### src/rtl/wfx_trap_pkg.sv
package wfx_trap_pkg;
  localparam int LVL_W = 2;
  localparam int SYN_W = 32;
  localparam int NUM_LVL = 4;
  typedef logic [LVL_W-1:0] lvl_t;
  localparam logic [5:0] EC_UNDEF = 6'h01;
  localparam logic [3:0] COND_ALWAYS = 4'hE;
  localparam lvl_t LVL_NONE = '0;
endpackage

### src/rtl/wfx_trap_select.sv
module wfx_trap_select
  import wfx_trap_pkg::*;
(
  input  lvl_t cur_level,
  input  logic is_event,
  input  logic secure,
  input  logic l1_narrow,
  input  logic feat_v8,
  input  logic feat_l2,
  input  logic feat_l3,
  input  logic l1_ntrap_wfi,
  input  logic l1_ntrap_wfe,
  input  logic l2_trap_wfi,
  input  logic l2_trap_wfe,
  input  logic l3_trap_wfi,
  input  logic l3_trap_wfe,
  output lvl_t target
);
  logic [NUM_LVL-1:1] above;
  logic [NUM_LVL-1:1] elig;
  logic               l1_bit_n;
  logic               l2_bit;
  logic               l3_bit;

  genvar g;
  generate
    for (g = 1; g < NUM_LVL; g++) begin : g_above
      assign above[g] = (cur_level < lvl_t'(g));
    end
  endgenerate

  always_comb begin
    l1_bit_n = is_event ? l1_ntrap_wfe : l1_ntrap_wfi;
    l2_bit   = is_event ? l2_trap_wfe  : l2_trap_wfi;
    l3_bit   = is_event ? l3_trap_wfe  : l3_trap_wfi;
    elig[1]  = above[1] && !l1_bit_n && (!l1_narrow || feat_v8);
    elig[2]  = above[2] && feat_l2 && !secure && l2_bit;
    elig[3]  = above[3] && feat_l3 && feat_v8 && l3_bit;
  end

  always_comb begin
    target = LVL_NONE;
    for (int k = NUM_LVL - 1; k >= 1; k--) begin
      if (elig[k]) target = lvl_t'(k);
    end
  end

  always_comb begin
    if (target != LVL_NONE) begin
      assert (target > cur_level) else $error("AST_TARGET_ABOVE");
    end
  end
endmodule

### src/rtl/wfx_syndrome_gen.sv
module wfx_syndrome_gen
  import wfx_trap_pkg::*;
(
  input  logic             is_event,
  output logic [SYN_W-1:0] syndrome
);
  localparam int PAD_W = SYN_W - 6 - 1 - 1 - 4 - 1;

  always_comb begin
    syndrome = {EC_UNDEF, 1'b1, 1'b1, COND_ALWAYS, {PAD_W{1'b0}}, is_event};
  end
endmodule

### src/rtl/wfx_halt_ctrl.sv
module wfx_halt_ctrl (
  input  logic clk,
  input  logic rst_n,
  input  logic enter,
  input  logic wake,
  output logic halted
);
  logic halted_q, halted_d;
  logic wake_q;
  logic wake_rise;

  always_comb begin
    wake_rise = wake && !wake_q;
    halted_d  = halted_q;
    if (halted_q) begin
      if (wake_rise) halted_d = 1'b0;
    end else if (enter) begin
      halted_d = 1'b1;
    end
  end

  always_ff @(posedge clk or negedge rst_n) begin
    if (!rst_n) begin
      halted_q <= 1'b0;
      wake_q   <= 1'b0;
    end else begin
      halted_q <= halted_d;
      wake_q   <= wake;
    end
  end

  assign halted = halted_q;

  AST_HALT_HELD: assert property (@(posedge clk) disable iff (!rst_n)
    (halted_q && !(wake && !wake_q)) |=> halted_q);
  AST_HALT_RELEASE: assert property (@(posedge clk) disable iff (!rst_n)
    (halted_q && wake && !wake_q) |=> !halted_q);
endmodule

### src/rtl/wfx_trap_router.sv
module wfx_trap_router
  import wfx_trap_pkg::*;
#(
  parameter int PC_W = 32
) (
  input  logic            clk,
  input  logic            rst_n,
  input  logic            instr_valid,
  input  logic            instr_is_event,
  input  logic [1:0]      cur_level,
  input  logic            secure,
  input  logic            l1_narrow,
  input  logic            feat_v8,
  input  logic            feat_l2,
  input  logic            feat_l3,
  input  logic            l1_ntrap_wfi,
  input  logic            l1_ntrap_wfe,
  input  logic            l2_trap_wfi,
  input  logic            l2_trap_wfe,
  input  logic            l3_trap_wfi,
  input  logic            l3_trap_wfe,
  input  logic            wake,
  input  logic [PC_W-1:0] pc_in,
  output logic            trap_valid,
  output logic [1:0]      trap_level,
  output logic [31:0]     trap_syndrome,
  output logic [PC_W-1:0] trap_pc,
  output logic            halted,
  output logic            yield
);
  localparam logic [PC_W-1:0] PC_STEP = PC_W'(4);

  lvl_t             target;
  logic [SYN_W-1:0] syn_now;
  logic             accept;
  logic             do_trap;
  logic             enter_halt;

  logic             trap_valid_q, trap_valid_d;
  lvl_t             trap_level_q, trap_level_d;
  logic [SYN_W-1:0] trap_syn_q, trap_syn_d;
  logic [PC_W-1:0]  trap_pc_q, trap_pc_d;
  logic             yield_q, yield_d;
  logic             load_en;

  wfx_trap_select u_select (
    .cur_level    (cur_level),
    .is_event     (instr_is_event),
    .secure       (secure),
    .l1_narrow    (l1_narrow),
    .feat_v8      (feat_v8),
    .feat_l2      (feat_l2),
    .feat_l3      (feat_l3),
    .l1_ntrap_wfi (l1_ntrap_wfi),
    .l1_ntrap_wfe (l1_ntrap_wfe),
    .l2_trap_wfi  (l2_trap_wfi),
    .l2_trap_wfe  (l2_trap_wfe),
    .l3_trap_wfi  (l3_trap_wfi),
    .l3_trap_wfe  (l3_trap_wfe),
    .target       (target)
  );

  wfx_syndrome_gen u_syn (
    .is_event (instr_is_event),
    .syndrome (syn_now)
  );

  wfx_halt_ctrl u_halt (
    .clk    (clk),
    .rst_n  (rst_n),
    .enter  (enter_halt),
    .wake   (wake),
    .halted (halted)
  );

  always_comb begin
    accept       = instr_valid && !halted;
    do_trap      = accept && (target != LVL_NONE);
    enter_halt   = accept && (target == LVL_NONE) && !instr_is_event;
    load_en      = do_trap;
    trap_valid_d = do_trap;
    yield_d      = accept && (target == LVL_NONE) && instr_is_event;
    trap_level_d = trap_level_q;
    trap_syn_d   = trap_syn_q;
    trap_pc_d    = trap_pc_q;
    if (load_en) begin
      trap_level_d = target;
      trap_syn_d   = syn_now;
      trap_pc_d    = pc_in - PC_STEP;
    end
  end

  always_ff @(posedge clk or negedge rst_n) begin
    if (!rst_n) begin
      trap_valid_q <= 1'b0;
      trap_level_q <= LVL_NONE;
      trap_syn_q   <= '0;
      trap_pc_q    <= '0;
      yield_q      <= 1'b0;
    end else begin
      trap_valid_q <= trap_valid_d;
      trap_level_q <= trap_level_d;
      trap_syn_q   <= trap_syn_d;
      trap_pc_q    <= trap_pc_d;
      yield_q      <= yield_d;
    end
  end

  assign trap_valid    = trap_valid_q;
  assign trap_level    = trap_level_q;
  assign trap_syndrome = trap_syn_q;
  assign trap_pc       = trap_pc_q;
  assign yield         = yield_q;

  AST_TRAP_ABOVE_LEVEL: assert property (@(posedge clk) disable iff (!rst_n)
    trap_valid |-> (trap_level > $past(cur_level)));
  AST_TRAP_AFTER_STROBE: assert property (@(posedge clk) disable iff (!rst_n)
    trap_valid |-> $past(instr_valid));
  AST_SYNDROME_FIXED: assert property (@(posedge clk) disable iff (!rst_n)
    trap_valid |-> (trap_syndrome[31:20] == 12'h07E && trap_syndrome[19:1] == '0));
  AST_PC_REWOUND: assert property (@(posedge clk) disable iff (!rst_n)
    trap_valid |-> (trap_pc == $past(pc_in) - PC_STEP));
  AST_HALT_ENTRY: assert property (@(posedge clk) disable iff (!rst_n)
    enter_halt |=> halted);
  AST_ONE_OUTCOME: assert property (@(posedge clk) disable iff (!rst_n)
    $onehot0({trap_valid, yield}));
  AST_YIELD_NO_HALT: assert property (@(posedge clk) disable iff (!rst_n)
    yield |-> !halted);
  AST_HALT_IGNORES: assert property (@(posedge clk) disable iff (!rst_n)
    halted |=> (!trap_valid && !yield));
endmodule

### config.mk
export PLATFORM = sky130hd
export DESIGN_NAME = wfx_trap_router
export DESIGN_NICKNAME = d
export VERILOG_FILES = /design/src/rtl/wfx_trap_pkg.sv /design/src/rtl/wfx_trap_select.sv /design/src/rtl/wfx_syndrome_gen.sv /design/src/rtl/wfx_halt_ctrl.sv /design/src/rtl/wfx_trap_router.sv
export SDC_FILE = /design/constraint.sdc
export NUM_CORES = 1
export LEC_CHECK = 0
export ABC_AREA = 1
export BUFFER_PORTS_ARGS = -buffer_cell sky130_fd_sc_hd__buf_4
export CAP_MARGIN = 10
export CORE_UTILIZATION = 53
export DETAILED_ROUTE_END_ITERATION = 6
export PLACE_DENSITY_LB_ADDON = 0.15
export SYNTH_ARGS = -nofsm -noshare
export SYNTH_HDL_FRONTEND = slang
export SYNTH_HIERARCHICAL = 1
export SYNTH_SLANG_ARGS = --single-unit
### constraint.sdc
create_clock -name clk -period 1.65 [get_ports clk]
set_input_delay 0.165 -clock clk [delete_from_list [all_inputs] [get_ports clk]]
set_output_delay 0.165 -clock clk [all_outputs]
set_load 0.03 [all_outputs]
==> Word level (Yosys, flattened, before mapping) <==
Index checks and enable logic that the tools add are counted.
{ "word_totals": {"reg_bits": 40, "latchBits": 0, "mem_bits_rw": 0, "rom_bits": 0, "in_bits": 50, "out_inout_bits": 69, "memories": 0} }
{ "classes": {"n_addsub": 1, "n_mul": 0, "div_mod_pow": 0, "magnitude_cmp": 3, "eq_ne": 0, "shifts": 0, "mux": 9, "bitwise": 0, "reduce_logical": 23} }
{ "op_table": {"columns": ["op", "count"], "rows": [
  ["$sub A32 B3 Y32 const B", 1],
  ["$logic_and A1 B1 Y1", 14],
  ["$logic_not A1 Y1", 6],
  ["$mux W1", 6],
  ["$mux W2", 3],
  ["$lt A2 B2 Y1 const B", 2],
  ["$logic_not A2 Y1", 1],
  ["$lt A2 B1 Y1 const B", 1],
  ["$reduce_bool A2 Y1", 1],
  ["$logic_or A1 B1 Y1", 1]
]} }

==> Depth between registers and ports, before layout <==
{ "depth": {"ltp_word": 12, "depth_mapped": 11, "ltp_nobuf": 11} }

==> By module <==
Netlist, hierarchy kept.
{ "by_module_without_submodules": {"columns": ["mod", "instances", "cells_each", "area_each_um2"], "rows": [
  ["wfx_trap_router", 1, 432, 3392.0],
  ["wfx_syndrome_gen", 1, 34, 247.7],
  ["wfx_trap_select", 1, 28, 110.1],
  ["wfx_halt_ctrl", 1, 8, 72.6]
]} }

==> Worst setup path after synthesis <==
OpenSTA, ideal clock, no wires.
{ "synth_path": {"kind": "reg-to-reg", "start": "register u_halt.halted_q (netlist: u_halt/halted)", "end": "register trap_pc_q[27] (netlist: trap_pc[27])", "setup_time_ps": 117, "arrival_ps": 1252, "required_ps": 1533, "slack_ps": 281, "stages_incl_launch_ff": 7, "synth_period_minus_slack_ps": 1369, "path_cell_list": "dfrtp_1 -> nor2_2 -> o21ai_2 -> buf_4 -> buf_4 -> nand2_1 -> nand2_1"} }
{ "synth_between": {"elab_chain_cells": 3} }
{ "synth_lines": {"columns": ["element", "line", "text"], "rows": [
  ["from (decl)", "wfx_halt_ctrl.sv:8", "logic halted_q, halted_d;"],
  ["from (signal assigned)", "wfx_halt_ctrl.sv:27", "halted_q <= halted_d;"],
  ["$logic_not A1 Y1", "wfx_trap_router.sv:77", "accept = instr_valid && !halted;"],
  ["$logic_and A1 B1 Y1", "wfx_trap_router.sv:77", null],
  ["$logic_and A1 B1 Y1", "wfx_trap_router.sv:78", "do_trap = accept && (target != LVL_NONE);"],
  ["to (signal assigned)", "wfx_trap_router.sv:104", "trap_pc_q <= trap_pc_d;"],
  ["to (decl)", "wfx_trap_router.sv:42", "logic [PC_W-1:0] trap_pc_q, trap_pc_d;"]
]} }
Every way passes these cells.
A chain may end at the register's enable or synchronous reset.

==> Final worst setup path <==
{ "layout_path": {"start": "register u_halt.halted_q (netlist: u_halt/halted)", "end": "register, netlist name trap_syndrome[25]"} }
{ "layout_between": {"elab_chain_cells": 3} }
{ "layout_lines": {"columns": ["element", "line"], "rows": [
  ["$logic_not A1 Y1", "wfx_trap_router.sv:77"],
  ["$logic_and A1 B1 Y1", "wfx_trap_router.sv:77"],
  ["$logic_and A1 B1 Y1", "wfx_trap_router.sv:78"]
]} }
Every way passes these cells.

==> flow_metrics.py <==
metrics = {
    "status": {
        "status": "finished, final reports clean",
    },
    "timing": {
        "rsz0062_at_grt": "false",
        "setup_violations": 0,
        "finalSetupTns_ns": 0,
        "hold_viol_final": 0,
        "period_needed_ns": 1.339,
        "fmax_mhz": 746.9,
        "fin_ws_ns": 0.3112,
        "clock_skew_ns": 0.01263,
        "drv_slew": 0,
        "fin_crit_sh_pct": 81.14,
    },
    "power": {
        "switching_share_pct": 42.62,
        "p_per_area_nw_per_um2": 1616,
        "internal-power_mw": 4.616,
        "power_leakage_nw": 2.702,
        "clock_power_share_pct": 19.7,
        "p_comb_share_pct": 45.4,
        "power.ir.vdd_worst_mv": 1.119,
        "fin_total_pwr_mw": 8.043,
        "p_switching_mw": 3.428,
        "p_seq_share_pct": 34.9,
    },
    "cts": {
        "cts_sinks": 70,
        "path_clk_slew_ns": 0.08,
        "cts_tree": "built",
        "worstSkewPairLatency_ns": 0.34,
        "ctsRootBufferMaster": "clkbuf_8",
        "htree_levels": 3,
        "cts_buffers": 9,
        "post_cts_resized": 0,
        "clock_path_buffers": 2,
    },
    "synthesis": {
        "synth_top_cell_by_area": "dfrtp_1",
        "synth_top_area_share_pct": 45.83,
        "syn_area_um2": 3822,
        "yosysSeqAreaShare_pct": 45.83,
        "avgSynthCellArea_um2": 7.614,
        "synth_cell_types": 28,
        "yosys_warnings": 6,
        "synth_area_leaders": "dfrtp_1 (46%), nand2_1 (21%), buf_4 (6.9%), nor2_1 (4.8%), inv_1 (2.5%)",
        "syn_inst": 502,
        "synth.ff_latch_count": 70,
    },
    "route": {
        "drc": 0,
        "routedWlPerCell_um": 12.35,
        "viasPerCell": 4.676,
        "highest_layer": "met4",
        "ant_nets": 0,
        "drt_iter0_markers": 148,
        "wl_mm": 8.957,
        "vias": 3390,
        "met2WireLength_mm": 4.363,
        "dr.pass1.iters": 5,
        "dr_wl_met3_um": 541,
        "drt-met1-wl_mm": 3.943,
    },
    "floorplan": {
        "coreArea_um2": 6869,
        "die_w_um": 86.93,
        "start_util_pct": 55.65,
        "die_area_um2": 7556,
        "ios": 119,
        "die_h_um": 86.93,
        "rows": 30,
    },
    "cells_and_area": {
        "area_growth_pct": 30.18,
        "fin_nets": 675,
        "drive_above_1_share_pct": 27.66,
        "antenna_cells": 0,
        "post-route-cell-area_um2": 4976,
        "final_util_pct": 72.44,
    },
    "grt": {
        "first_global_vias": 3198,
        "grt_pass1_wl_mm": 14.80,
        "gr-usage-all-layers_pct": 25.48,
        "grt-ovfl-total": 0,
        "grt_max_degree": 51,
        "antenna_found_initial": 0,
    },
    "placed_design": {
        "hpwlAfterDp_mm": 6.772,
        "place_area_um2": 4727,
        "dp_slack_ns": 0.08675,
        "portBuffers": 118,
        "place_congestion": 0.9083,
    },
    "setup_path": {
        "crit_fanout": 13,
        "arrival_ns": 1.62,
        "worstSetupPathType": "reg -> reg",
        "crit_path_end_kind": "flop",
        "required_ns": 1.93,
        "startpoint_type": "flop",
    },
    "flow_run": {
        "cap_violations": 0,
    },
    "worst_hold_path": {
        "hold_class": "in -> reg",
    },
}
worst max-delay path: stages (launching register included):
cell	delay [ns]
dfrtp_1	0.43
nor2_2	0.24
o21ai_4	0.11
inv_2	0.15
buf_4	0.21
nand2_1	0.06
nand2_1	0.07
what timing repair did:
item | 4_1_cts | 5_1_grt
setup buffers | 0 | 0
endpoints found under the hold margin | 31 | 0
hold buffers | 2 | 0
through the flow:
step / std cells / hold slack [ns]
finish: 725 / 0.01121
global route: 725 / 0.02644
CTS: 725 / 0.004399
detailed placement: 707 / 0.1242
global placement: 707 / 0.1216
floorplan: 531 / -0.1306
power by group through the flow:
stage                     registers, mW  logic (mW)  clock network, mW
final                              2.81        3.65               1.58
after global routing               2.89        3.92               1.69
after CTS                          2.82        3.69               1.61
after detailed placement           2.83        3.68                  0
after global placement             2.81        3.60                  0
after floorplan                    4.18       0.816                  0
Yosys cell counts:
master,count
buf_4,35
ha_1,1
o21ai_2,4
xor2_1,9
a21oi_1,1
nand2_4,3
nand2_2,6
o21bai_2,1
nand3_1,17
a22o_1,1
nor2_4,3
clkbuf_1,4
nor2_1,49
nor2_2,11
nand4_1,5
dfrtp_1,70
buf_2,6
nor2_8,2
nand2_1,217
xnor2_1,4
o21bai_1,6
inv_1,25
o21ai_0,5
inv_2,2
conb_1,2
o21ai_1,10
or2_2,1
a31oi_1,2
flip-flops by register name, summed over array words and instances, names as in the netlist:
signal and count:
trap_pc 32, trap_syndrome 32, trap_level 2, trap_valid 1
u_halt/halted 1, u_halt/wake_q 1, yield 1
routing by layer:
layer  vias up  global-route usage (%)
li1       1725                       -
met1      1544                   33.87
met2       109                   41.88
met3        12                   4.739
met4         0                   8.788
met5         -                       0
area by class of cell:
cell class,count,area (um2)
Tap cell,96,120.1
Clock buffer,9,123.9
Fill cell,585,1893
Inverter,27,101.3
Clock inverter,7,105.1
Timing Repair Buffer,127,996.0
Sequential cell,70,1752
Multi-Input combinational cell,389,1778
final timing paths:
check                                         end               from  depth (start not counted)  slack (ns)
worst max-delay path            trap_syndrome[25]      u_halt/halted                          6        0.31
worst min-delay path                   trap_pc[0]           pc_in[0]                          3        0.01
worst max register to register  trap_syndrome[25]      u_halt/halted                          6        0.31
worst min register to register  trap_syndrome[15]  trap_syndrome[15]                          2        0.49
max in group asynchronous       trap_syndrome[29]              rst_n                          3        0.81
min in group asynchronous       trap_syndrome[14]              rst_n                          2        0.29
cells by family after synthesis:
kind of cell    Yosys count  synth area share (%)
compound gates           30                 5.041
flops                    70                 45.83
xor+xnor                 13                 2.979
simple gates            314                 34.93
fa+ha+maj                 1                0.3273
buf+inv                  72                 10.70
other cells               2                0.1965
cell usage in the layout (no fill, tap or decap), types with 2 or more instances in the layout:
cell,synthesis,routed
nand3_1,17,17
nand4_1,5,5
nand2_4,3,3
conb_1,2,31
nor2_1,49,49
nor2_2,11,11
a31oi_1,2,2
buf_12,0,3
dlygate4sd3_1,0,2
nand2_1,217,217
xor2_1,9,9
dfrtp_1,70,70
o21ai_2,4,3
o21ai_1,10,10
inv_2,2,2
bufinv_16,0,2
clkbuf_8,0,9
inv_1,25,25
xnor2_1,4,4
buf_4,35,122
nand2_2,6,6
o21bai_1,6,6
nor2_8,2,2
nor2_4,3,3
inv_6,0,2
o21ai_0,5,5
(Power assumes the default switching activity.)
